`src/rtl/i2s_cg_pkg.sv`:
```
package i2s_cg_pkg;
  localparam int MAX_MRATIO = 4;
  localparam int MAX_FRATIO = 128;
  localparam int MC_W = $clog2(MAX_MRATIO);
  localparam int BC_W = $clog2(MAX_FRATIO);
  localparam int MR_W = MC_W + 1;
  localparam int FR_W = BC_W + 1;

  typedef struct packed {
    logic bclk;
    logic ws;
    logic launch;
    logic frame;
  } cg_pins_t;

  function automatic logic [MR_W-1:0] mratio_of(input logic sel);
    return sel ? MR_W'(4) : MR_W'(2);
  endfunction

  function automatic logic [FR_W-1:0] fratio_of(input logic [1:0] sel);
    case (sel)
      2'd0:    return FR_W'(32);
      2'd1:    return FR_W'(64);
      default: return FR_W'(128);
    endcase
  endfunction

  function automatic cg_pins_t idle_pins(input logic bpol, input logic wpol);
    cg_pins_t p;
    p.bclk   = bpol;
    p.ws     = wpol;
    p.launch = 1'b0;
    p.frame  = 1'b0;
    return p;
  endfunction
endpackage

```
`src/rtl/i2s_cg_divider.sv`:
```
module i2s_cg_divider
  import i2s_cg_pkg::*;
(
  input  logic            clk,
  input  logic            rst_n,
  input  logic            go,
  input  logic            mdiv_sel,
  input  logic [1:0]      fdiv_sel,
  output logic            run,
  output logic [MC_W-1:0] mcnt,
  output logic [BC_W-1:0] bcnt,
  output logic [MR_W-1:0] mratio,
  output logic [FR_W-1:0] fratio
);
  logic       msel_q;
  logic [1:0] fsel_q;
  logic       bit_end;
  logic       frame_end;

  // ratios in use come from the latched selects, refreshed only at frame edges
  assign mratio    = mratio_of(msel_q);
  assign fratio    = fratio_of(fsel_q);
  assign bit_end   = ({1'b0, mcnt} == (mratio - 1'b1));
  assign frame_end = bit_end && ({1'b0, bcnt} == (fratio - 1'b1));

  always_ff @(posedge clk or negedge rst_n) begin
    if (!rst_n) begin
      run    <= 1'b0;
      mcnt   <= '0;
      bcnt   <= '0;
      msel_q <= 1'b0;
      fsel_q <= '0;
    end else if (!go || !run) begin
      run    <= go;
      mcnt   <= '0;
      bcnt   <= '0;
      msel_q <= mdiv_sel;
      fsel_q <= fdiv_sel;
    end else if (frame_end) begin
      mcnt   <= '0;
      bcnt   <= '0;
      msel_q <= mdiv_sel;
      fsel_q <= fdiv_sel;
    end else if (bit_end) begin
      mcnt <= '0;
      bcnt <= bcnt + 1'b1;
    end else begin
      mcnt <= mcnt + 1'b1;
    end
  end
endmodule

```
`src/rtl/i2s_cg_decode.sv`:
```
module i2s_cg_decode
  import i2s_cg_pkg::*;
#(
  parameter int ACTIVE_BITS = 16
) (
  input  logic            run,
  input  logic [MC_W-1:0] mcnt,
  input  logic [BC_W-1:0] bcnt,
  input  logic [MR_W-1:0] mratio,
  input  logic [FR_W-1:0] fratio,
  input  logic            free_run,
  input  logic            bclk_pol,
  input  logic            ws_pol,
  output cg_pins_t        pins
);
  logic [FR_W-1:0] half;
  logic            left;
  logic [BC_W-1:0] slot;
  logic            active;
  logic            hi_phase;

  always_comb begin
    half     = fratio >> 1;
    left     = ({1'b0, bcnt} < half);
    slot     = left ? bcnt : (bcnt - half[BC_W-1:0]);
    active   = free_run || (int'(32'(slot)) < ACTIVE_BITS);
    hi_phase = ({1'b0, mcnt} >= (mratio >> 1));
    if (!run) begin
      pins = idle_pins(bclk_pol, ws_pol);
    end else begin
      pins.bclk   = (hi_phase && active) ^ bclk_pol;
      pins.ws     = left ? ws_pol : ~ws_pol;
      pins.launch = active && (mcnt == '0);
      pins.frame  = (mcnt == '0) && (bcnt == '0);
    end
  end
endmodule

```
`src/rtl/i2s_cg_follower.sv`:
```
module i2s_cg_follower
  import i2s_cg_pkg::*;
#(
  parameter int STAGES = 2
) (
  input  logic     clk,
  input  logic     rst_n,
  input  logic     live,
  input  logic     ext_bclk,
  input  logic     ext_ws,
  input  logic     bclk_pol,
  input  logic     ws_pol,
  output cg_pins_t pins
);
  logic [STAGES-1:0] bsync;
  logic [STAGES-1:0] wsync;
  logic              bprev;
  logic              last_left;
  logic              fall;
  logic              ws_left;

  assign fall    = (bprev ^ bclk_pol) && !(bsync[STAGES-1] ^ bclk_pol);
  assign ws_left = (wsync[STAGES-1] == ws_pol);

  always_ff @(posedge clk or negedge rst_n) begin
    if (!rst_n) begin
      bsync     <= '0;
      wsync     <= '0;
      bprev     <= 1'b0;
      last_left <= 1'b1;
    end else begin
      bsync <= {bsync[STAGES-2:0], ext_bclk};
      wsync <= {wsync[STAGES-2:0], ext_ws};
      bprev <= bsync[STAGES-1];
      if (!live)     last_left <= 1'b1;
      else if (fall) last_left <= ws_left;
    end
  end

  always_comb begin
    pins.bclk   = bsync[STAGES-1];
    pins.ws     = wsync[STAGES-1];
    pins.launch = fall;
    pins.frame  = fall && ws_left && !last_left;
  end
endmodule

```
`src/rtl/i2s_clkgen.sv`:
```
module i2s_clkgen
  import i2s_cg_pkg::*;
#(
  parameter int ACTIVE_BITS = 16,
  parameter int SYNC_STAGES = 2
) (
  input  logic       clk,
  input  logic       rst_n,
  input  logic       enable,
  input  logic       provider,
  input  logic       mdiv_sel,
  input  logic [1:0] fdiv_sel,
  input  logic       ws_pol,
  input  logic       bclk_pol,
  input  logic       free_run,
  input  logic       ext_bclk,
  input  logic       ext_ws,
  output logic       bclk_o,
  output logic       ws_o,
  output logic       launch_stb,
  output logic       frame_stb
);
  logic            gen_go;
  logic            fol_live;
  logic            run;
  logic [MC_W-1:0] mcnt;
  logic [BC_W-1:0] bcnt;
  logic [MR_W-1:0] mratio;
  logic [FR_W-1:0] fratio;
  cg_pins_t        gen_pins;
  cg_pins_t        fol_pins;
  cg_pins_t        out_q;

  assign gen_go   = enable && provider;
  assign fol_live = enable && !provider;

  i2s_cg_divider u_div (
    .clk      (clk),
    .rst_n    (rst_n),
    .go       (gen_go),
    .mdiv_sel (mdiv_sel),
    .fdiv_sel (fdiv_sel),
    .run      (run),
    .mcnt     (mcnt),
    .bcnt     (bcnt),
    .mratio   (mratio),
    .fratio   (fratio)
  );

  i2s_cg_decode #(.ACTIVE_BITS(ACTIVE_BITS)) u_dec (
    .run      (run),
    .mcnt     (mcnt),
    .bcnt     (bcnt),
    .mratio   (mratio),
    .fratio   (fratio),
    .free_run (free_run),
    .bclk_pol (bclk_pol),
    .ws_pol   (ws_pol),
    .pins     (gen_pins)
  );

  i2s_cg_follower #(.STAGES(SYNC_STAGES)) u_fol (
    .clk      (clk),
    .rst_n    (rst_n),
    .live     (fol_live),
    .ext_bclk (ext_bclk),
    .ext_ws   (ext_ws),
    .bclk_pol (bclk_pol),
    .ws_pol   (ws_pol),
    .pins     (fol_pins)
  );

  // registered pins: the clocks leave the block from flops only
  always_ff @(posedge clk or negedge rst_n) begin
    if (!rst_n)        out_q <= '0;
    else if (gen_go)   out_q <= gen_pins;
    else if (fol_live) out_q <= fol_pins;
    else               out_q <= idle_pins(bclk_pol, ws_pol);
  end

  assign bclk_o     = out_q.bclk;
  assign ws_o       = out_q.ws;
  assign launch_stb = out_q.launch;
  assign frame_stb  = out_q.frame;
endmodule

```
`config.mk`:
```
export PLATFORM = sky130hd
export DESIGN_NAME = i2s_clkgen
export DESIGN_NICKNAME = d
export VERILOG_FILES = /design/src/rtl/i2s_cg_pkg.sv /design/src/rtl/i2s_cg_divider.sv /design/src/rtl/i2s_cg_decode.sv /design/src/rtl/i2s_cg_follower.sv /design/src/rtl/i2s_clkgen.sv
export SDC_FILE = /design/constraint.sdc
export NUM_CORES = 1
export LEC_CHECK = 0
export ABC_AREA = 1
export ABC_CLOCK_PERIOD_IN_PS = 3500
export BUFFER_PORTS_ARGS = -buffer_cell sky130_fd_sc_hd__buf_4
export CORE_UTILIZATION = 32
export CTS_BUF_LIST = sky130_fd_sc_hd__clkbuf_4 sky130_fd_sc_hd__clkbuf_8 sky130_fd_sc_hd__clkbuf_16
export DETAILED_ROUTE_END_ITERATION = 8
export PLACE_DENSITY = 0.5
export SLEW_MARGIN = 40
export SYNTH_ARGS = -nofsm -noshare
export SYNTH_HDL_FRONTEND = slang
export SYNTH_SLANG_ARGS = --single-unit
```
`constraint.sdc`:
```
create_clock -name clk -period 3.5 [get_ports clk]
set_clock_uncertainty 0.1 [all_clocks]
set_input_delay 0.7 -clock clk [delete_from_list [all_inputs] [get_ports clk]]
set_output_delay 0.7 -clock clk [all_outputs]
set_load 0.01 [all_outputs]
```
After elaboration in Yosys (flattened, before gate mapping):

Cells that the tools add are included.
W data, S select, Z words.

* register bits: 23
* output and inout port bits: 4
* input port bits: 12
* word-level logic and storage cells: 70

* reduce and logical (&&, ||, !) cells: 21
* bitwise logic cells: 4
* equal/unequal tests: 5
* order comparisons: 3
* $add $sub $neg: 5
* mux-type cells: 19

Operators with widths (number)
* $mux W7: 4
* $pmux W8 S2: 1
* $mux W4: 3
* $mux W2: 5
* $logic_and A1 B1 Y1: 9
* $eq A7 B8 Y1: 1
* $sub A8 B1 Y8 const B: 1
* $add A7 B1 Y7 const B: 1
* $logic_not A7 Y1: 1
* $lt A7 B5 Y1 const B: 1
* $lt A7 B7 Y1: 1
* $sub A7 B7 Y7: 1
* $logic_not A1 Y1: 5
* $mux W1: 5
* $logic_not A2 Y1: 2
* $eq A2 B3 Y1: 1
* $mux W3: 1
* $reduce_bool A3 Y1: 1
* $sub A3 B1 Y3 const B: 1
* $xor A1 B1 Y1: 3
* $add A2 B1 Y2 const B: 1
* $eq A2 B1 Y1 const B: 1
* $ge A2 B2 Y1: 1
* $logic_or A1 B1 Y1: 2
* other kinds (4): 4

Logic depth before layout (Yosys ltp):

Gate-level depths: netlist of run 1.

* depth after elaboration: 10
* depth in mapped cells: 14
* depth with buffers taken out: 14

Modules after synthesis:

From an unflattened synthesis of run 1, not the netlist that was laid out.

* cell total of the unflattened synthesis: 248
* area total of the unflattened synthesis: 1701.6 µm²

Modules (own cells, without submodules)
* i2s_cg_divider: area each 774.5 µm², cells each 102, instances 1
* i2s_cg_decode: area each 484.2 µm², cells each 96, instances 1
* i2s_cg_follower: area each 256.5 µm², cells each 27, instances 1
* i2s_clkgen: area each 186.4 µm², cells each 23, instances 1

Least setup slack after synthesis of run 1:

No wires, ideal clock.

* kind: register to register
* from: register u_div.bcnt[4]
* to: register out_q, in the netlist bclk_o
* arrival: 1.652 ns
* stages on the path, launching flop included: 13
* path buffers: 0
* setup time: 0.117 ns
* setup slack: 1.631 ns
* period minus slack after synthesis: 1.869 ns
* path through: dfrtp_1 > inv_1 > ha_1 > fa_1 > nand2_1 > inv_1 > nand2_1 > nor2_1 > nand2_1 > nand3_2 > nand3_1 > nand3_1 > nand2_1

* cells in the longest elaborated chain, start to end: 8
* elaborated cells between the ends (all ways): 9

RTL lines
* from (decl): line i2s_cg_divider.sv:11 `output logic [BC_W-1:0] bcnt,`
* from (signal assigned): line i2s_cg_divider.sv:46 `bcnt <= bcnt + 1'b1;`
* $sub A7 B7 Y7 or $lt A7 B7 Y1 (tied branches): line i2s_cg_decode.sv:25, i2s_cg_decode.sv:24
* $mux W7 *: line i2s_cg_decode.sv:25 `slot = left ? bcnt : (bcnt - half[BC_W-1:0]);`
* $lt A7 B5 Y1 *: line i2s_cg_decode.sv:26 `active = free_run || (int'(32'(slot)) < ACTIVE_BITS);`
* $logic_or A1 B1 Y1 *: line i2s_cg_decode.sv:26
* $logic_and A1 B1 Y1 *: line i2s_cg_decode.sv:31 `pins.bclk = (hi_phase && active) ^ bclk_pol;`
* $xor A1 B1 Y1 *: line i2s_cg_decode.sv:31
* $mux W4 *: line i2s_cg_decode.sv:28 `if (!run) begin`
* $mux W4 *: line i2s_clkgen.sv:76 `else if (gen_go) out_q <= gen_pins;`
* to (signal assigned): line i2s_clkgen.sv:76
* to (signal assigned): line i2s_clkgen.sv:77 `else if (fol_live) out_q <= fol_pins;`
* to (signal assigned): line i2s_clkgen.sv:78 `else out_q <= idle_pins(bclk_pol, ws_pol);`
* to (decl): line i2s_clkgen.sv:32 `cg_pins_t out_q;`

Every way passes the cells marked *; elsewhere a longest branch is shown, timed or not.
A chain may end at the register's enable or synchronous reset.

Worst setup path after layout of run 1:

Ends and elaborated chain as after synthesis.

==> results.md, run 1 <==
- P&R area growth vs syn: 16.84%
- Die area: 4321 µm²
- 1st-pass router iterations: 4
- Clk sinks: 23
- Critical Path End Type: register
- Via/cell ratio: 4.450
- Distinct cells, synth: 27
- CORE AREA: 3771 µm²
- Worst slack, placed: 1.520 ns
- Mapped Cells: 153
- Ant. Diodes: 0
- Setup TNS: 0 ns
- Die width: 65.74 µm
- Synth Cell Area: 1300 µm²
- Final setup margin: 1.520 ns
- Min Tclk post-route: 1.980 ns
- Gr busiest metal: met2
- RSZ-0062 raised after global routing: false
- Power Density: 334.6 nW/µm²
- CP max FO: 4
- Clock-pin slew on the worst setup and hold paths: 0.08 ns
- Relative slew slack: 79.72%
- Leading cell type in the layout, fill and taps excluded: nand2_1
- Initial antenna violation count: 0
- Worst reg2reg setup slack: 1.52 ns
- Remaining DRCs: 0
- Final Max Slew Viols: 0
- GR Util met1: 18.81%
- Min-delay worst type: in2async
- Maximum VDD drop: 0.2433 mV
- Root Driver: clkbuf_8
- Worst Path Class, Setup: reg2reg
- Share of layout cells above drive strength 1: 21.51%
- Syn nets: 174
- Most frequent cells in the layout: nand2_1, inv_1, dfrtp_1, buf_4, nor2_1
- Hold bufs inserted after CTS: 0
- Vias: 979
- Total GRT Usage: 13.47%
- Met2 GRT Util: 20.79%
- GRT met3 Usage: 3.125%
- LEAKAGE: 0.0008002 µW
- Syn avg cell area: 8.497 µm²
- Synthesized flop and latch total: 23
- Post-CTS Setup Bufs: 0
- Vias in the first global route: 991
- CP startpoint kind: register
- Inserted Clock Buffers: 3
- Io pins: 16
- Critical path arrival: 2.04 ns
- Final wirelength: 2299 µm
- H-tree Lvls: 1
- CTS tree: done
- FF-to-FF path depth: 12
- Final period utilization: 56.57%
- Fin nets: 194
- Setup violations, final: 0
- Largest net degree at the start of global routing: 24
- Row cnt: 22
- Clk buf depth: 2
- Post-Route Utilization: 40.28%
- Achievable frequency: 505.0 MHz
- Avg WL per Cell: 10.45 µm
- DP HPWL: 1856 µm
- Clk Latency, worst-skew pair: 0.26 ns
- Starting Density: 34.47%
- First-pass GRT wire length: 4443 µm
- Die outline height: 65.74 µm
- Seq/Total Area, Yosys: 44.37%
- Hold Slack: 0.2163 ns
- Initial DRC Count: 30
- Status: complete, no violations
- Worst EP required: 3.56 ns
- Total Power: 508.2 µW
- Post-CTS Resized: 0
- Buffers on Ports: 15
- Yosys warnings: 0
- ANT nets after route: 0
- GRT overflow: 0
- Gpl congestion: 0.8013
- Worst slew pin tran: 0.3042 ns
- Final hold vios: 0
- Maxcap violations: 0
[per-stage QoR]
| stage | instances | area (µm²) |
|---|---|---|
| 2_1_floorplan | 153 | 1300 |
| 5_1_grt | 220 | 1519 |
| 3_5_place_dp | 216 | 1473 |
| 4_1_cts | 220 | 1519 |
| 6_report | 220 | 1519 |
| 3_3_place_gp | 216 | 1473 |
[area by class of cell]
cell class                 instances  area, µm²
clock buffer                       3      41.29
clock inverter                     1      5.005
fill                             372       2252
inverter                          31      116.4
multi-input combinational         99      606.8
sequential                        23      576.8
tap                               48      60.06
timing repair buffer              15      112.6
[critical path, stage by stage (launching register included)]
cell,delay [ns]
dfrtp_1,0.42
inv_1,0.11
ha_1,0.23
fa_1,0.48
nand2_1,0.04
inv_1,0.04
nand2_1,0.04
nor2_1,0.07
nand2_1,0.06
nand3_2,0.08
nand3_1,0.07
nand3_1,0.08
nand2_1,0.05
[logic make-up (layout without fill, tap and decap cells)]
logic type,Yosys count,count (layout),share of synthesized area (%)
compound gates,14,14,5.968
xor+xnor,4,4,2.695
fa+ha+maj,9,9,9.240
buf+inv,31,50,8.951
flops,23,23,44.37
simple gates,72,72,28.78
[registers in the layout, summed over array words and instances (netlist names), 2 cells and up]
| name | cells |
|---|---|
| u_div.bcnt | 7 |
| u_div.fsel_q | 2 |
| u_div.mcnt | 2 |
| u_fol.bsync | 2 |
| u_fol.wsync | 2 |
[synthesized netlist by cell type (all sizes together)]
cell | n | area, µm²
dfstp | 1 | 26.28
nand2 | 41 | 183.9
nand3b | 1 | 7.510
inv | 31 | 116.4
o41ai | 1 | 8.760
fa | 1 | 20.02
o211ai | 1 | 7.510
nand4 | 1 | 6.260
ha | 8 | 100.1
a21oi | 2 | 10.01
xor2 | 2 | 17.52
nor3 | 2 | 15.01
nor2 | 16 | 83.83
nand3 | 10 | 65.06
dfrtp | 22 | 550.5
nor3b | 1 | 12.51
o21ai | 9 | 45.04
o22ai | 1 | 6.260
xnor2 | 2 | 17.52
[where the power goes]
| part | internal, µW | switching, µW |
|---|---|---|
| Clock | 79.3 | 81.3 |
| Sequential | 276 | 4.56 |
| Combinational | 28.6 | 38.5 |
[worst paths after layout]
path                                     start               to
worst max-delay path             u_div.bcnt[4]           bclk_o
worst min-delay path                     rst_n    u_div.bcnt[1]
worst max register to register   u_div.bcnt[4]           bclk_o
worst min register to register  u_fol.wsync[0]   u_fol.wsync[1]
max in group asynchronous                rst_n  u_fol.last_left
min in group clk                u_fol.wsync[0]   u_fol.wsync[1]
[per-layer routing]
| layer | vias up | part of all wire, % |
|---|---|---|
| met5 | - | 0 |
| met4 | 0 | 0 |
| met3 | 0 | 4.5 |
| met2 | 21 | 44 |
| met1 | 447 | 51 |
| li1 | 511 | - |
Note: power is estimated with default switching activity, not from simulation.
==> run 2: changes to the inputs <==
--- a/config.mk
+++ b/config.mk
@@ -5,8 +5,8 @@
 export SDC_FILE = /design/constraint.sdc
 export NUM_CORES = 1
 export LEC_CHECK = 0
-export ABC_AREA = 1
-export ABC_CLOCK_PERIOD_IN_PS = 3500
+export ABC_AREA = 0
+export ABC_CLOCK_PERIOD_IN_PS = 2100
 export BUFFER_PORTS_ARGS = -buffer_cell sky130_fd_sc_hd__buf_4
 export CORE_UTILIZATION = 32
 export CTS_BUF_LIST = sky130_fd_sc_hd__clkbuf_4 sky130_fd_sc_hd__clkbuf_8 sky130_fd_sc_hd__clkbuf_16
==> constraint.sdc (replaced) <==
create_clock -name clk -period 2.1 [get_ports clk]
set_clock_uncertainty 0.1 [all_clocks]
set_input_delay 0.42 -clock clk [delete_from_list [all_inputs] [get_ports clk]]
set_output_delay 0.42 -clock clk [all_outputs]
set_load 0.01 [all_outputs]
==> results.md, run 2 <==
- Starting Density: 34.50% (about the same)
- Final period utilization: 99.34% (+43 points)
- Final wirelength: 2334 µm (+1.5%)
- Worst Path Class, Setup: reg2reg
- Final hold vios: 0 (unchanged)
- Vias in the first global route: 953 (-3.8%)
- DP HPWL: 1785 µm (-3.9%)
- Inserted Clock Buffers: 3 (unchanged)
- Total GRT Usage: 13.50% (+0.031 points)
- Met2 WL: 1027 µm (+1.1%)
- Area used by multi-input combinational logic: 578.1 µm² (-4.7%)
- Most frequent cells in the layout: dfrtp_1, buf_4, nand2_1, nor2_1, inv_1
- Total Power: 858.1 µW (+69%)
- RSZ-0062 raised after global routing: true
- Hold Path End: u_fol.bsync[0]
- Top-area cell type share of the netlist area: 46.36% (+4.0 points)
- Setup violations, final: 0 (unchanged)
- Via/cell ratio: 4.807 (+8.0%)
- Clk buf depth: 2 (unchanged)
- Seq/Total Area, Yosys: 48.58% (+4.2 points)
- Syn nets: 143 (-18%)
- Critical path arrival: 2.14 ns (+0.10 ns)
- CP startpoint kind: register
- Clock-pin slew on the worst setup and hold paths: 0.08 ns (about the same)
- Power Density: 586.7 nW/µm² (+75%)
- Die width: 62.92 µm (-4.3%)
- Leading cell type in the layout, fill and taps excluded: dfrtp_1
- Ys async rst share: 100.0% (unchanged)
- Ant. Diodes: 0 (unchanged)
- Routed wl met3: 76 µm (-27%)
- LEAKAGE: 0.0006593 µW (-18%)
- RR Startpoint: u_div.fsel_q[0]
- Maximum VDD drop: 0.2799 mV (+15%)
- Row cnt: 21 (-4.5%)
- Initial antenna violation count: 0 (unchanged)
- Clk sinks: 23 (unchanged)
- Avg WL per Cell: 12.16 µm (+16%)
- Vias: 923 (-5.7%)
- Fin nets: 168 (-13%)
- Min Tclk post-route: 2.086 ns (+0.1062 ns)
- Worst EP required: 2.15 ns (-1.41 ns)
- Die outline height: 62.92 µm (-4.3%)
- Top_reg_cell synth: dfrtp_1
- Largest register FFs: 7 (unchanged)
- EDFF count, synth: 0 (unchanged)
- ANT nets after route: 0 (unchanged)
- Filler cells: 357 (-4.0%)
- Distinct cells, synth: 29 (+7.4%)
- Hold path depth: 1
- Min-delay worst type: in2reg
- Clk Latency, worst-skew pair: 0.26 ns (about the same)
- CP max FO: 3 (-1)
- Hold path start: ext_bclk
- Mapped Cells: 122 (-20%)
- Met1 WL: 1197 µm (+1.7%)
- Root Driver: clkbuf_8
- Biggest register: u_div.bcnt
- First-pass GRT wire length: 4195 µm (-5.6%)
- Buffers on Ports: 15 (unchanged)
- 1st-pass router iterations: 4 (unchanged)
- Worst reg2reg setup slack: 0.01 ns (-1.51 ns)
- Achievable frequency: 479.3 MHz (-5.1%)
- Worst slack, placed: -0.05438 ns (-1.574 ns)
- CORE AREA: 3442 µm² (-8.7%)
- Final Max Slew Viols: 0 (unchanged)
- Uppermost routed layer: met4
- GRT overflow: 0 (unchanged)
- Seq. cell area: 576.8 µm² (unchanged)
- Synth area leader: dfrtp_1
- Synth Cell Area: 1187 µm² (-8.7%)
- Cells taking the most area after synthesis: dfrtp_1, ha_1, nand2_1
- P&R area growth vs syn: 23.18%
- Status: complete, no violations
- CTS tree: done
- Syn avg cell area: 9.733 µm² (+15%)
- Relative slew slack: 71.50% (-8.2 points)
- Synthesized flop and latch total: 23 (unchanged)
- FF-to-FF path depth: 7 (-5)
- Worst reg2reg endpoint: bclk_o
- Maxcap violations: 0 (unchanged)
- Largest net degree at the start of global routing: 24 (unchanged)
- Remaining DRCs: 0 (unchanged)
- Most common cell in the synthesized netlist: dfrtp_1
- Setup TNS: 0 ns (unchanged)
- H-tree Lvls: 1 (unchanged)
- Worst slew pin tran: 0.4275 ns (+0.1233 ns)
- Yosys warnings: 0 (unchanged)
- Critical Path End Type: register
- Most frequent cells after synthesis: dfrtp_1, nand2_1, nor2_1, inv_1
- Die area: 3958 µm² (-8.4%)
- Initial DRC Count: 46 (+53%)
- Io pins: 16 (unchanged)
- Final setup margin: 0.01383 ns (-1.506 ns)
- Post-CTS Setup Bufs: 0 (unchanged)
- Gpl congestion: 0.8399 (+4.8%)
- Share of layout cells above drive strength 1: 20.55% (-0.96 points)
==> run 2: changes by cell type after synthesis, sizes merged, moves of 2 or more <==
| cell | delta |
|---|---|
| nand2 | -27 |
| inv | -20 |
| a21oi | +6 |
| nand3 | -4 |
| and2 | +3 |
| nor2 | -3 |
| a21o | +2 |
| nand2b | +2 |
| o2111ai | +2 |
| o21ai | -2 |
| xnor2 | +2 |
==> run 2: how the worst max path moves through the flow <==
stage | start | end | slack (ns) | cells after the start
2_1_floorplan | u_div.bcnt[4] | bclk_o | 0.05 | 8
3_3_place_gp | u_div.fsel_q[0] | bclk_o | 0.001 | 8
3_5_place_dp | u_div.fsel_q[0] | bclk_o | -0.05 | 8
4_1_cts | u_div.fsel_q[0] | bclk_o | -0.04 | 8
5_1_grt | u_div.fsel_q[1] | bclk_o | -0.10 | 8
6_report | u_div.fsel_q[0] | bclk_o | 0.01 | 7
==> run 2: per-layer routing <==
metal,global-route usage (%),up-vias
met3,2.190,4
met2,21.24,21
met4,5.233,0
met1,18.39,435
li1,-,463
met5,0,-
==> run 2: per-stage QoR <==
step	util [%]	instances	hold slack (ns)	area [µm²]
global route	42.49	192	0.1525	1463
finish	42.49	192	0.1610	1463
floorplan	-	122	0.02441	1187
global placement	40.39	187	0.2315	1390
CTS	42.35	192	0.1547	1458
detailed placement	40.39	187	0.2356	1390
==> run 2: kinds of logic (layout without fill, tap and decap cells) <==
family,Yosys count,after routing,synth area share (%)
simple gates,45,45,17.49
xor+xnor,7,7,5.163
flops,23,23,48.58
fa+ha+maj,9,9,10.12
buf+inv,12,36,3.898
mux,2,2,1.791
compound gates,24,24,12.96
==> run 2: power breakdown <==
group / internal [µW] / switching [µW]
logic: 50.9 / 55.4
registers: 459 / 8.62
clock network: 148 / 136
==> run 2: cell type report <==
cell class | instances | share of cell area (%)
Clock buffer | 4 | 3.336
Sequential cell | 23 | 39.44
Tap cell | 46 | 3.935
Multi-Input combinational cell | 87 | 39.52
Inverter | 11 | 2.823
Timing Repair Buffer | 21 | 10.95
==> run 2: timing repair <==
action,CTS,global route
hold buffers,1,0
setup endpoints to repair,1,1
pin swaps,2,2
endpoints found under the hold margin,22,0
resized for setup,2,2
==> run 2: critical path, cell delays in order (launching register included) <==
cell and delay (ns):
dfrtp_1 0.39, nor2_2 0.06, ha_2 0.18, fa_2 0.53, o2111ai_2 0.14, a211oi_2 0.22
mux2i_1 0.10, a221o_1 0.25
